[config.mk]
export PLATFORM = sky130hd
export DESIGN_NAME = llsc_reservation_monitor
export DESIGN_NICKNAME = d
export VERILOG_FILES = /design/src/rtl/llsc_pkg.sv /design/src/rtl/llsc_link_slot.sv /design/src/rtl/llsc_sc_arbiter.sv /design/src/rtl/llsc_result_reg.sv /design/src/rtl/llsc_reservation_monitor.sv
export SDC_FILE = /design/constraint.sdc
export NUM_CORES = 1
export LEC_CHECK = 0
export BUFFER_PORTS_ARGS = -buffer_cell sky130_fd_sc_hd__buf_2
export CORE_MARGIN = 4
export CORE_UTILIZATION = 40
export DETAILED_ROUTE_END_ITERATION = 10
export GPL_TIMING_DRIVEN = 0
export PLACE_DENSITY = 0.63
export SETUP_SLACK_MARGIN = 0.02
export SYNTH_ARGS = -nofsm -noshare
export SYNTH_HDL_FRONTEND = slang
export SYNTH_SLANG_ARGS = --single-unit
[constraint.sdc]
create_clock -name clk -period 3.6 [get_ports clk]
set_input_delay 1.08 -clock clk [delete_from_list [all_inputs] [get_ports clk]]
set_output_delay 1.08 -clock clk [all_outputs]
set_load 0.05 [all_outputs]
[src/rtl/llsc_pkg.sv]
package llsc_pkg;
    typedef enum logic {
        LINK_EMPTY = 1'b0,
        LINK_HELD  = 1'b1
    } link_state_e;
endpackage

[src/rtl/llsc_link_slot.sv]
module llsc_link_slot
    import llsc_pkg::*;
#(
    parameter int BLK_W = 26
) (
    input  logic             clk,
    input  logic             rst_n,
    input  logic             ll_set,
    input  logic             sc_clear,
    input  logic             kill,
    input  logic [BLK_W-1:0] set_blk,
    output logic             held,
    output logic [BLK_W-1:0] blk
);
    link_state_e      state_q, state_d;
    logic [BLK_W-1:0] blk_q, blk_d;

    // state register
    always_ff @(posedge clk) begin
        if (!rst_n) begin
            state_q <= LINK_EMPTY;
            blk_q   <= '0;
        end else begin
            state_q <= state_d;
            blk_q   <= blk_d;
        end
    end

    // transitions: arm, re-arm, consume, lose, idle
    always_comb begin
        state_d = state_q;
        blk_d   = blk_q;
        unique case (state_q)
            LINK_EMPTY: begin
                if (ll_set) begin
                    state_d = LINK_HELD;
                    blk_d   = set_blk;
                end
            end
            LINK_HELD: begin
                if (ll_set) begin
                    blk_d = set_blk;
                end else if (sc_clear || kill) begin
                    state_d = LINK_EMPTY;
                end
            end
            default: state_d = LINK_EMPTY;
        endcase
    end

    // outputs
    always_comb begin
        held = (state_q == LINK_HELD);
        blk  = blk_q;
    end


    sc_empties_link_chk: assert property (@(posedge clk) disable iff (!rst_n)
        sc_clear |=> !held);

    ll_arms_link_chk: assert property (@(posedge clk) disable iff (!rst_n)
        ll_set |=> (held && blk == $past(set_blk)));

    kill_empties_link_chk: assert property (@(posedge clk) disable iff (!rst_n)
        (held && kill && !ll_set) |=> !held);
endmodule

[src/rtl/llsc_sc_arbiter.sv]
module llsc_sc_arbiter #(
    parameter int NUM_CORES = 4,
    parameter int BLK_W     = 26,
    parameter int CORE_W    = 2
) (
    input  logic [NUM_CORES-1:0]            sc_req,
    input  logic [NUM_CORES-1:0][BLK_W-1:0] req_blk,
    input  logic [NUM_CORES-1:0]            held,
    input  logic [NUM_CORES-1:0][BLK_W-1:0] link_blk,
    input  logic                            snp_valid,
    input  logic [BLK_W-1:0]                snp_blk,
    input  logic [CORE_W-1:0]               snp_src,
    output logic [NUM_CORES-1:0]            win,
    output logic [NUM_CORES-1:0]            kill
);
    logic [NUM_CORES-1:0] snp_hit;
    logic [NUM_CORES-1:0] cand;

    always_comb begin
        for (int i = 0; i < NUM_CORES; i++) begin
            snp_hit[i] = snp_valid && (snp_src != CORE_W'(i)) &&
                         (snp_blk == link_blk[i]);
            cand[i]    = sc_req[i] && held[i] &&
                         (link_blk[i] == req_blk[i]) && !snp_hit[i];
        end
    end

    // lowest index wins per block
    always_comb begin
        for (int i = 0; i < NUM_CORES; i++) begin
            win[i] = cand[i];
            for (int j = 0; j < i; j++) begin
                if (cand[j] && (req_blk[j] == req_blk[i])) win[i] = 1'b0;
            end
        end
    end

    always_comb begin
        for (int i = 0; i < NUM_CORES; i++) begin
            kill[i] = snp_hit[i];
            for (int j = 0; j < NUM_CORES; j++) begin
                if (j != i && win[j] && (req_blk[j] == link_blk[i])) kill[i] = 1'b1;
            end
        end
    end
endmodule

[src/rtl/llsc_result_reg.sv]
module llsc_result_reg #(
    parameter int NUM_CORES = 4
) (
    input  logic                 clk,
    input  logic                 rst_n,
    input  logic [NUM_CORES-1:0] sc_req,
    input  logic [NUM_CORES-1:0] win,
    output logic [NUM_CORES-1:0] sc_done,
    output logic [NUM_CORES-1:0] sc_ok,
    output logic [NUM_CORES-1:0] mem_we
);
    always_ff @(posedge clk) begin
        if (!rst_n) begin
            sc_done <= '0;
            sc_ok   <= '0;
            mem_we  <= '0;
        end else begin
            sc_done <= sc_req;
            sc_ok   <= win;
            mem_we  <= win;
        end
    end
endmodule

[src/rtl/llsc_reservation_monitor.sv]
module llsc_reservation_monitor #(
    parameter int NUM_CORES = 4,
    parameter int ADDR_W    = 32,
    parameter int OFF_W     = 6,
    parameter int CORE_W    = $clog2(NUM_CORES)
) (
    input  logic                          clk,
    input  logic                          rst_n,
    input  logic [NUM_CORES-1:0]          req_valid,
    input  logic [NUM_CORES-1:0]          req_is_sc,
    input  logic [NUM_CORES*ADDR_W-1:0]   req_addr,
    input  logic                          snp_valid,
    input  logic [ADDR_W-1:0]             snp_addr,
    input  logic [CORE_W-1:0]             snp_src,
    output logic [NUM_CORES-1:0]          sc_done,
    output logic [NUM_CORES-1:0]          sc_ok,
    output logic [NUM_CORES-1:0]          mem_we
);
    localparam int BLK_W = ADDR_W - OFF_W;

    logic [NUM_CORES-1:0][BLK_W-1:0] req_blk;
    logic [NUM_CORES-1:0][BLK_W-1:0] link_blk;
    logic [NUM_CORES-1:0]            held, ll_req, sc_req, win, kill, off_par;
    logic [BLK_W-1:0]                snp_blk;
    logic                            unused_off_bits;

    assign snp_blk = snp_addr[ADDR_W-1:OFF_W];

    generate
        for (genvar g = 0; g < NUM_CORES; g++) begin : g_core
            assign req_blk[g] = req_addr[g*ADDR_W + OFF_W +: BLK_W];
            assign off_par[g] = ^req_addr[g*ADDR_W +: OFF_W];
            assign ll_req[g]  = req_valid[g] && !req_is_sc[g];
            assign sc_req[g]  = req_valid[g] && req_is_sc[g];

            llsc_link_slot #(.BLK_W(BLK_W)) u_slot (
                .clk      (clk),
                .rst_n    (rst_n),
                .ll_set   (ll_req[g]),
                .sc_clear (sc_req[g]),
                .kill     (kill[g]),
                .set_blk  (req_blk[g]),
                .held     (held[g]),
                .blk      (link_blk[g])
            );


            sc_result_follows_chk: assert property (@(posedge clk) disable iff (!rst_n)
                sc_req[g] |=> sc_done[g]);

            no_spurious_done_chk: assert property (@(posedge clk) disable iff (!rst_n)
                !sc_req[g] |=> !sc_done[g]);

            ok_needs_link_chk: assert property (@(posedge clk) disable iff (!rst_n)
                sc_ok[g] |-> $past(held[g]));

            we_only_on_ok_chk: assert property (@(posedge clk) disable iff (!rst_n)
                mem_we[g] |-> (sc_ok[g] && sc_done[g]));

            for (genvar h = g + 1; h < NUM_CORES; h++) begin : g_pair

                single_winner_chk: assert property (@(posedge clk) disable iff (!rst_n)
                    !(win[g] && win[h] && req_blk[g] == req_blk[h]));
            end
        end
    endgenerate

    assign unused_off_bits = ^{off_par, snp_addr[OFF_W-1:0]};

    llsc_sc_arbiter #(
        .NUM_CORES (NUM_CORES),
        .BLK_W     (BLK_W),
        .CORE_W    (CORE_W)
    ) u_arb (
        .sc_req    (sc_req),
        .req_blk   (req_blk),
        .held      (held),
        .link_blk  (link_blk),
        .snp_valid (snp_valid),
        .snp_blk   (snp_blk),
        .snp_src   (snp_src),
        .win       (win),
        .kill      (kill)
    );

    llsc_result_reg #(.NUM_CORES(NUM_CORES)) u_res (
        .clk     (clk),
        .rst_n   (rst_n),
        .sc_req  (sc_req),
        .win     (win),
        .sc_done (sc_done),
        .sc_ok   (sc_ok),
        .mem_we  (mem_we)
    );
endmodule

==> metrics.txt, run 1 <==
Clock transition at path regs 0.07 ns; Synth Flop Type dfxtp_1; Layout Area Growth over Synthesis 10.9%; crit path time final 3.74 ns; sequential-to-total area share from yosys stat 0.188; routed wire length 69300 um; largest net degree at the start of global routing 17; Boundary Pins 185; htree depth 4; slowest library cell on the worst path clkbuf_1; status complete, but fails checks; failing checks setup timing; maximum capacitance violations 0; post-route clock skew 0.0164 ns; Critical Path RT 3.92 ns; crit-path cells clkbuf_1 -> xnor2_1 -> nand4_1 -> nor4_1 -> nand4_1 -> or3_1 -> o31ai_1 -> a21oi_1; top cell type by total area after synthesis xnor2_1; CTS tree done; DIE AREA 33800 um2; design area 13700 um2; Initial Util 0.405; Remaining Overflow, GRT 0; drt pass-1 iters 8; Antenna Violating Nets Remaining 0; final hold viol count 0; post-synth top area share 0.257; Max clock buf depth 2; Post-synth ARST share 0; clock latency on the worst-skew pair 0.46 ns; CP max FO 8; number of flops mapped to enable cells by yosys 0; number of remaining DRC errors 0; fin. max-slew vios 0; crit-path max cell delay 0.78 ns; routed via count 13400; synthesized flop and latch total 116; die width 184 um; CTS buffer count 17; Gate Count Post-Synth 1654; YS warnings 0; RSZ-0062 raised after global routing yes; Setup Fix Bufs, Post-CTS 0; all-layer global routing usage 0.396; worst min path class register to register; CTS Root Cell clkbuf_16; Crit Path Class input pin to register; VDD IR max 0.000294 V; Achievable Freq 268 MHz; Worst EP arrival 4.06 ns; first-pass GRT wire length 94000 um; Mapped Area 12400 um2; syn_area_per_cell 7.48 um2; cell repeated most along the worst path nand4_1; Worst-Margin Slew 1.25 ns; Setup crit start kind input pin; Leakage 4.82 nW; clock sink count 116; final setup violating endpoints 1; number of global-route vias before repair 12000; dpl cell area 13100 um2; HPWL after DPL 47000 um; CTS resizes 30; DR iter-0 viols 2130; wire per inst 32.6 um; antenna cells 0; post-route setup TNS -0.137 ns; post-synth net total 1827; initial antenna violation count 0; hold buffer count at cts 0; Yosys cell types 41; Synth area leaders xnor2_1, xor2_1, dfxtp_1; most frequent cells after synthesis xnor2_1, xor2_1, nand2_1, clkbuf_1, dfxtp_1; Die Ht 184 um; Max-slew headroom 0.167; Avg Vias per Cell 6.28; final net count 1891; crit share post-route 1.04; GPL Wtd Cong 1.09; r2r setup slk 0.37 ns; PortBufs 45; Worst setup EP type register; Cell Pwr Density 339 nW/um2; worst setup margin -0.137 ns; Core Rows 64; most common cell in the netlist xnor2_1; share of cells above drive strength 1 0.0803; core region area 30500 um2
placed cells by master, fill, tap and decap left out, types with 4 or more instances in the layout:
cell,n
xnor2_1,363
xor2_1,311
nand2_1,218
clkbuf_1,176
dfxtp_1,116
a21oi_1,110
nand4_1,103
nor4_1,85
clkbuf_2,47
buf_2,47
buf_1,22
nor3_1,21
clkbuf_16,17
nand3_1,16
nand2b_1,8
nor2_1,8
buf_4,6
clkinv_2,6
inv_1,4
nor2b_1,4
cells by family after synthesis:
kind of cell | count (synthesis) | synth area share
XOR/XNOR | 674 | 0.477
AND/OR/NAND/NOR | 474 | 0.193
buffers and inverters | 256 | 0.0809
AO/OA/AOI/OAI | 134 | 0.0609
flip-flops | 116 | 0.188
sequential cells by signal (all words and copies together) (netlist names):
signal and flops:
g_core.u_slot.blk 104, g_core.u_slot.held 4, u_res.sc_done 4, u_res.sc_ok 4
final cells by class:
cell class              count  area [um2]
clock inverters            11         113
repair buffers             45         225
flip-flops and latches    116        2320
well taps                 396         495
fillers                  3182       16800
plain buffers             252        1040
multi-input cells        1282        9070
inverters                   4        15.0
clock buffers              20         437
power breakdown:
part,switching (mW),leakage [nW],internal (mW)
combinational,1.07,3.61,0.521
sequential,0.0133,0.948,1.34
clock,0.706,0.265,1.00
worst paths after layout:
kind / startpoint / cells past startpoint / end
max: req_addr[111] / 8 / g_core[2].u_slot.held$_SDFF_PN0_
max reg2reg: g_core[1].u_slot.blk[11]$_SDFFE_PN0P_ / 8 / g_core[0].u_slot.held$_SDFF_PN0_
min reg2reg: g_core[0].u_slot.blk[12]$_SDFFE_PN0P_ / 3 / g_core[0].u_slot.blk[12]$_SDFFE_PN0P_
min: g_core[0].u_slot.blk[12]$_SDFFE_PN0P_ / 3 / g_core[0].u_slot.blk[12]$_SDFFE_PN0P_
worst max-delay path: cells and delay by family:
kind | cells | cell delay, ns
simple gates | 4 | 1.40
buf+inv | 1 | 0.78
compound gates | 2 | 0.59
xor+xnor | 1 | 0.20
metal layers:
metal / wire length (um) / GRT usage / vias to the layer above
li1: - / - / 5464
met2: 27500 / 0.558 / 1274
met5: 0 / 0 / -
met1: 26700 / 0.543 / 6279
met3: 10200 / 0.118 / 334
met4: 4930 / 0.209 / 0
per-stage QoR:
| stage | util | hold WS, ns | setup slack [ns] | total power [mW] | std cells |
|---|---|---|---|---|---|
| 3_5_place_dp | 0.429 | 0.597 | -0.822 | 2.88 | 2095 |
| 4_1_cts | 0.449 | 0.605 | 0.0372 | 4.56 | 2126 |
| 3_3_place_gp | 0.429 | 0.597 | -0.935 | 2.87 | 2095 |
| 6_report | 0.450 | 0.602 | -0.137 | 4.65 | 2126 |
| 5_1_grt | 0.450 | 0.645 | 0.0147 | 4.74 | 2126 |
| 2_1_floorplan | - | 0.561 | 0.397 | 2.38 | 1654 |
No activity file was read; power rests on OpenSTA's default activity.
==> inputs of run 2 (changes only) <==
--- a/config.mk
+++ b/config.mk
@@ -9,7 +9,6 @@
 export CORE_MARGIN = 4
 export CORE_UTILIZATION = 40
 export DETAILED_ROUTE_END_ITERATION = 10
-export GPL_TIMING_DRIVEN = 0
 export PLACE_DENSITY = 0.63
 export SETUP_SLACK_MARGIN = 0.02
 export SYNTH_ARGS = -nofsm -noshare
==> constraint.sdc (replaced) <==
create_clock -name clk -period 3.5 [get_ports clk]
set_input_delay 1.05 -clock clk [delete_from_list [all_inputs] [get_ports clk]]
set_output_delay 1.05 -clock clk [all_outputs]
set_load 0.05 [all_outputs]
==> run 2 against run 1 <==
The run now ends clean. Global-route usage is 0.47 points higher. Final area is 6.8% higher. Count of clock-buffer cells in the layout is 1 higher. Via count is 1.3% higher. Core utilization is 3.1 points higher. Critical path type unchanged.
==> metrics.txt, run 2 (synthesized netlist as in run 1, its figures left out) <==
status finished clean; Top Usage Layer GRT met2; fillers 3046 (-4.3%); Critical Path RT 3.78 ns (-0.14 ns); all-layer global routing usage 0.401 (+0.00473); clock sink count 116 (unchanged); Core Rows 64 (unchanged); Avg Vias per Cell 6.25 (-0.41%); grt met1 use 0.507 (-0.0352); DIE AREA 33800 um2 (unchanged); final setup violating endpoints 0 (-1); met2 global-route usage 0.558 (-0.000586); Cell Pwr Density 354 nW/um2 (+4.4%); wire per inst 32.6 um (about the same); Reg power frac 0.295 (+0.004); hold buffer count at cts 0 (unchanged); VDD IR max 0.000289 V (-1.7%); Multi-input gate area 9050 um2 (-0.18%); Crit Path Class input pin to register; Die Ht 184 um (unchanged); worst min path class register to register; M3 GR Usage 0.168 (+0.0499); Remaining Overflow, GRT 0 (unchanged); largest net degree at the start of global routing 55 (+38); die width 184 um (unchanged); part of the power in combinational logic 0.314 (-0.027); most frequent cells in the layout xnor2_1, xor2_1, nand2_1, buf_4, buf_2; Largest register FFs 104 (unchanged); placed cell count 2132 (+1.8%); Achievable Freq 301 MHz; Worst setup EP type register; CP max FO 4 (-4); Setup Fix Bufs, Post-CTS 0 (unchanged); final net count 1928 (+2.0%); antenna cells 0 (unchanged); initial antenna violation count 0 (unchanged); Antenna Violating Nets Remaining 0 (unchanged); first-pass GRT wire length 95600 um (+1.7%); Boundary Pins 185 (unchanged); Worst EP arrival 3.60 ns (-0.46 ns); htree depth 4 (unchanged); routed via count 13500 (+1.3%); PortBufs 154 (+240%); sw power 1.86 mW (+3.8%); DR iter-0 viols 2251 (+5.7%); crit path time final 3.32 ns; CTS resizes 0 (-100%); Int Pwr 3.33 mW (+16%); Initial Util 0.405 (unchanged); number of remaining DRC errors 0 (unchanged); Place WS -0.0510 ns (+0.771 ns); CTS Root Cell clkbuf_16; clock latency on the worst-skew pair 0.43 ns (-0.03 ns); crit share post-route 0.949; Worst-Margin Slew 0.816 ns (-0.433 ns); most common cell after layout, fill and taps aside xnor2_1; drt pass-1 iters 6 (-2); CTS buffer count 17 (unchanged); final hold viol count 0 (unchanged); Setup crit start kind input pin; r2r setup slk 0.35 ns (-0.02 ns); Worst Hold Slack 0.595 ns (-0.00686 ns); RSZ-0062 raised after global routing no; maximum capacitance violations 0 (unchanged); GPL Wtd Cong 1.21 (+10%); switching part of the total 0.358 (-0.0263); clock power share 0.392 (+0.024); post-route setup TNS 0 ns (+0.137 ns); fin. max-slew vios 0 (unchanged); worst setup margin 0.179 ns (+0.316 ns); routed wire length 70500 um (+1.7%); core region area 30500 um2 (unchanged); Layout Area Growth over Synthesis 18.5%; sequential cell area 2320 um2 (unchanged); share of cells above drive strength 1 0.212 (+0.131); Leakage 5.71 nW (+18%); final core occ 0.480 (+0.0307); number of global-route vias before repair 12700 (+6.0%); post-route clock skew 0.00972 ns (-0.00670 ns); Max-slew headroom 0.454 (+0.287); Clock transition at path regs 0.06 ns (about the same); HPWL after DPL 51400 um (+9.4%); Max clock buf depth 2 (unchanged); Cell Count, Final, Fillers Out 2163 (+1.7%); CTS tree done
-- run 2: per-stage QoR --
step | instance area [um2] | total power [mW]
2_1_floorplan | 12400 | 2.45
5_1_grt | 14700 | 5.28
6_report | 14700 | 5.19
4_1_cts | 14700 | 5.10
3_5_place_dp | 14000 | 3.09
3_3_place_gp | 14000 | 3.07
-- run 2: worst paths after layout --
path | start | to | cells after the start
setup / recovery | snp_addr[17] | g_core[0].u_slot.held$_SDFF_PN0_ | 9
hold / removal | g_core[0].u_slot.blk[1]$_SDFFE_PN0P_ | g_core[0].u_slot.blk[1]$_SDFFE_PN0P_ | 2
setup reg to reg | g_core[2].u_slot.blk[15]$_SDFFE_PN0P_ | g_core[0].u_slot.held$_SDFF_PN0_ | 8
hold reg to reg | g_core[0].u_slot.blk[1]$_SDFFE_PN0P_ | g_core[0].u_slot.blk[1]$_SDFFE_PN0P_ | 2
-- run 2: metal layers --
metal  vias to the layer above  share of wire
met2                      1240           0.39
met5                         -              0
met4                         0          0.086
met1                      6389           0.36
met3                       362           0.16
li1                       5537              -
-- run 2: power by group through the flow --
stage	clock network, mW	registers, mW	logic (mW)
finish	2.03	1.53	1.63
global route	2.09	1.53	1.67
CTS	2.03	1.52	1.55
detailed placement	0	1.55	1.54
global placement	0	1.55	1.52
floorplan	0	1.42	1.03
-- run 2: worst max-delay path: stages --
cell	delay, ns
buf_2	0.33
xnor2_1	0.17
nand4_1	0.13
nor4_1	0.52
a2111o_1	0.41
nor2_1	0.11
nor4_1	0.56
buf_4	0.23
a211oi_1	0.08
-- run 2: area by class of cell --
| cell class | count | area share |
|---|---|---|
| Inverter | 4 | 0.00111 |
| Tap cell | 396 | 0.0338 |
| Sequential cell | 116 | 0.158 |
| Clock inverter | 10 | 0.0121 |
| Clock buffer | 21 | 0.0321 |
| Timing Repair Buffer | 334 | 0.145 |
| Multi-Input combinational cell | 1282 | 0.618 |
==> inputs of run 3 (changes only) <==
--- a/config.mk
+++ b/config.mk
@@ -13,4 +13,5 @@
 export SETUP_SLACK_MARGIN = 0.02
 export SYNTH_ARGS = -nofsm -noshare
 export SYNTH_HDL_FRONTEND = slang
+export SYNTH_HIERARCHICAL = 1
 export SYNTH_SLANG_ARGS = --single-unit
==> run 3 against run 2 <==
Power fell by 6.3%. Sequential cell count stayed put. Via count shrank 5.2%. Clock power is 22% lower. Combinational power rose by 7%. Global-route usage is 3.3 points lower. Core utilization is essentially flat. Count of clock-buffer cells in the layout rose by 3. Final area is 4.6% higher. Critical endpoint is now g_core[2].u_slot/held$_SDFF_PN0_. Area after synthesis is 5.5% higher. Synthesized cell count decreased by 7.4%.
==> metrics.txt, run 3 <==
status finished clean; Initial Util 0.409 (+0.00399); Worst-Margin Slew 0.690 ns (-0.126 ns); first-pass GRT wire length 92400 um (-3.3%); VDD IR max 0.000328 V (+13%); maximum capacitance violations 0 (unchanged); all-layer global routing usage 0.368 (-0.0329); CTS Root Cell clkbuf_16; WL met1 26300 um (+2.4%); Remaining Overflow, GRT 0 (unchanged); Place WS -0.105 ns (-0.0537 ns); core region area 31900 um2 (+4.5%); Crit Path Class input pin to register; Multi-input gate area 9480 um2 (+4.7%); post-synth net total 1704 (-6.7%); Hold Startpoint g_core[3].u_slot/held$_SDFF_PN0_; wire per inst 32.2 um (-1.2%); r2r setup slk 0.31 ns (-0.04 ns); share of cells above drive strength 1 0.244 (+0.0320); CP max FO 4 (unchanged); Synth Flop Type dfxtp_1; post-route clock skew 0.0123 ns (+0.00254 ns); fillers 3140 (+3.1%); crit-path max cell delay 0.72 ns (+0.16 ns); Max-slew headroom 0.540 (+0.0858); CP Buf/Inv Count 1 (-1); crit-path cells buf_2 -> xor2_1 -> nor4_1 -> nand4_1 -> a2111oi_4 -> a21boi_2 -> nand3_1 -> o211ai_2 -> o31ai_1; Worst Hold Slack 0.465 ns (-0.130 ns); clock sink count 116 (unchanged); Core Rows 65 (+1.6%); Layout Area Growth over Synthesis 17.5%; Yosys cell types 36 (-12%); number of global-route vias before repair 12100 (-4.9%); CTS tree done; number of remaining DRC errors 0 (unchanged); antenna cells 0 (unchanged); Synth area leaders xnor2_1, xor2_1, dfxtp_1; syn_area_per_cell 8.52 um2 (+14%); Mapped Area 13100 um2 (+5.5%); Worst EP arrival 3.69 ns (+0.09 ns); GPL Wtd Cong 1.18 (-2.4%); CTS resizes 0 (unchanged); part of the power in combinational logic 0.360 (+0.046); slowest library cell on the worst path a2111oi_4; cells on worst reg2reg path 8 (unchanged); HPWL after DPL 51000 um (-0.74%); Largest register FFs 104 (unchanged); Setup crit start kind input pin; RSZ-0062 raised after global routing no; Clock transition at path regs 0.06 ns (about the same); Reg power frac 0.312 (+0.017); Achievable Freq 297 MHz (-1.5%); dpl cell area 14800 um2 (+5.8%); worst reg2reg startpoint g_core[1].u_slot/blk[6]$_SDFFE_PN0P_; switching part of the total 0.370 (+0.0121); worst setup margin 0.128 ns (-0.0509 ns); most common cell after layout, fill and taps aside xnor2_1; PortBufs 154 (unchanged); uppermost layer routed met4; Boundary Pins 185 (unchanged); Antenna Violating Nets Remaining 0 (unchanged); drt pass-1 iters 5 (-1); WHS Endpoint g_core[3].u_slot/held$_SDFF_PN0_; design area 15300 um2 (+4.6%); post-synth top area share 0.254 (-0.00272); metal3 WL 9510 um (-16%); Gate Count Post-Synth 1531 (-7.4%); final core occ 0.481 (about the same); YS warnings 6 (+6); Die Ht 189 um (+2.6%); Worst Hold Depth 2 (unchanged); fin. max-slew vios 0 (unchanged); Overall Power 4.86 mW (-6.3%); DR iter-0 viols 2233 (-0.80%); crit path time final 3.37 ns (+0.0509 ns); hold buffer count at cts 0 (unchanged); post-route setup TNS 0 ns (unchanged); Avg Vias per Cell 6.01 (-3.9%); htree depth 4 (unchanged); CTS buffer count 17 (unchanged); largest net degree at the start of global routing 63 (+15%); number of flops mapped to enable cells by yosys 0 (unchanged); sequential cell area 2320 um2 (unchanged); placed cell count 2104 (-1.3%); Worst setup EP type register; worst min path class register to register; Max clock buf depth 2 (unchanged); routed via count 12800 (-5.2%); sequential-to-total area share from yosys stat 0.178 (-0.00983); Critical Path RT 3.82 ns (+0.04 ns); Post-synth ARST share 0 (unchanged); die width 189 um (+2.6%); most frequent cells in the layout xnor2_1, xor2_1, buf_4, buf_2, dfxtp_1; top cell type by total area after synthesis xnor2_1; Int Pwr 3.06 mW (-8.1%); final setup violating endpoints 0 (unchanged); Worst path top cell family by delay compound AO/OA/AOI/OAI gates; DIE AREA 35600 um2 (+5.3%); sw power 1.80 mW (-3.2%); initial antenna violation count 0 (unchanged); Setup Fix Bufs, Post-CTS 0 (unchanged); Cell Count, Final, Fillers Out 2134 (-1.3%); routed wire length 68700 um (-2.5%); final hold viol count 0 (unchanged); r2r endpoint g_core[2].u_slot/held$_SDFF_PN0_; clock power share 0.328 (-0.064); Cell Pwr Density 317 nW/um2 (-10%); most frequent cells after synthesis xnor2_1, xor2_1, dfxtp_1, nor2b_1, mux2i_1; Leakage 5.93 nW (+3.9%); clock latency on the worst-skew pair 0.44 ns (about the same); final net count 1861 (-3.5%); crit share post-route 0.963 (+0.0145); met2 WL 27300 um (-0.23%); synthesized flop and latch total 116 (unchanged); most common cell in the netlist xnor2_1
## run 3: cell types whose count changed after synthesis, sizes merged, moves of 16 or more
cell    before  now
mux2i        0  104
buf         35  131
nor2b        4  108
a21oi      111    1
nand2      218   11
clkbuf     217  106
nand3       16   41
xnor2      363  379
## run 3: layer usage
metal	track usage	vias to the layer above
met1	0.481	6080
li1	-	5270
met2	0.528	1166
met3	0.107	305
met4	0.235	0
met5	0	-
## run 3: worst register-to-register path, stage by stage (launching register included)
cell and delay, ns:
dfxtp_1 0.58, xor2_1 0.12, nor4_1 0.40, nand4_1 0.24, a2111oi_4 0.72, a21boi_2 0.60, nand3_1 0.17, o211ai_2 0.13
o31ai_1 0.11
## run 3: how the worst max path moves through the flow
| stage | slack (ns) | startpoint | to | depth (start not counted) |
|---|---|---|---|---|
| after floorplan | 0.62 | req_addr[46] | g_core[2].u_slot/held$_SDFF_PN0_ | 9 |
| final | 0.13 | req_addr[63] | g_core[2].u_slot/held$_SDFF_PN0_ | 9 |
| after detailed placement | -0.10 | req_addr[63] | g_core[0].u_slot/held$_SDFF_PN0_ | 10 |
| after CTS | 0.33 | req_addr[63] | g_core[0].u_slot/held$_SDFF_PN0_ | 10 |
| after global placement | -0.09 | req_addr[63] | g_core[2].u_slot/held$_SDFF_PN0_ | 9 |
| after global routing | 0.22 | req_addr[63] | g_core[0].u_slot/held$_SDFF_PN0_ | 10 |
## run 3: area by class of cell
cell class / count / area share
multi-input cells: 1177 / 0.618
repair buffers: 375 / 0.161
flip-flops and latches: 116 / 0.151
well taps: 435 / 0.0355
clock buffers: 24 / 0.0314
clock inverters: 6 / 0.00196
inverters: 1 / 0.000245
## run 3: cell families (layout without fill, tap and decap cells)
| group | count (synthesis) | after routing | synth area share |
|---|---|---|---|
| and+or+nand+nor | 378 | 378 | 0.176 |
| DFF | 116 | 116 | 0.178 |
| buffers and inverters | 238 | 406 | 0.0980 |
| muxes | 104 | 104 | 0.0798 |
| AOI/OAI and AO/OA | 19 | 19 | 0.0151 |
| xor gates and xnor gates | 676 | 676 | 0.454 |
## run 3: power groups by stage
stage | Sequential, mW | Combinational, mW | Clock, mW
after floorplan | 1.44 | 1.11 | 0
after global placement | 1.54 | 1.64 | 0
after detailed placement | 1.54 | 1.66 | 0
after CTS | 1.51 | 1.67 | 1.61
after global routing | 1.52 | 1.78 | 1.66
final | 1.52 | 1.75 | 1.59
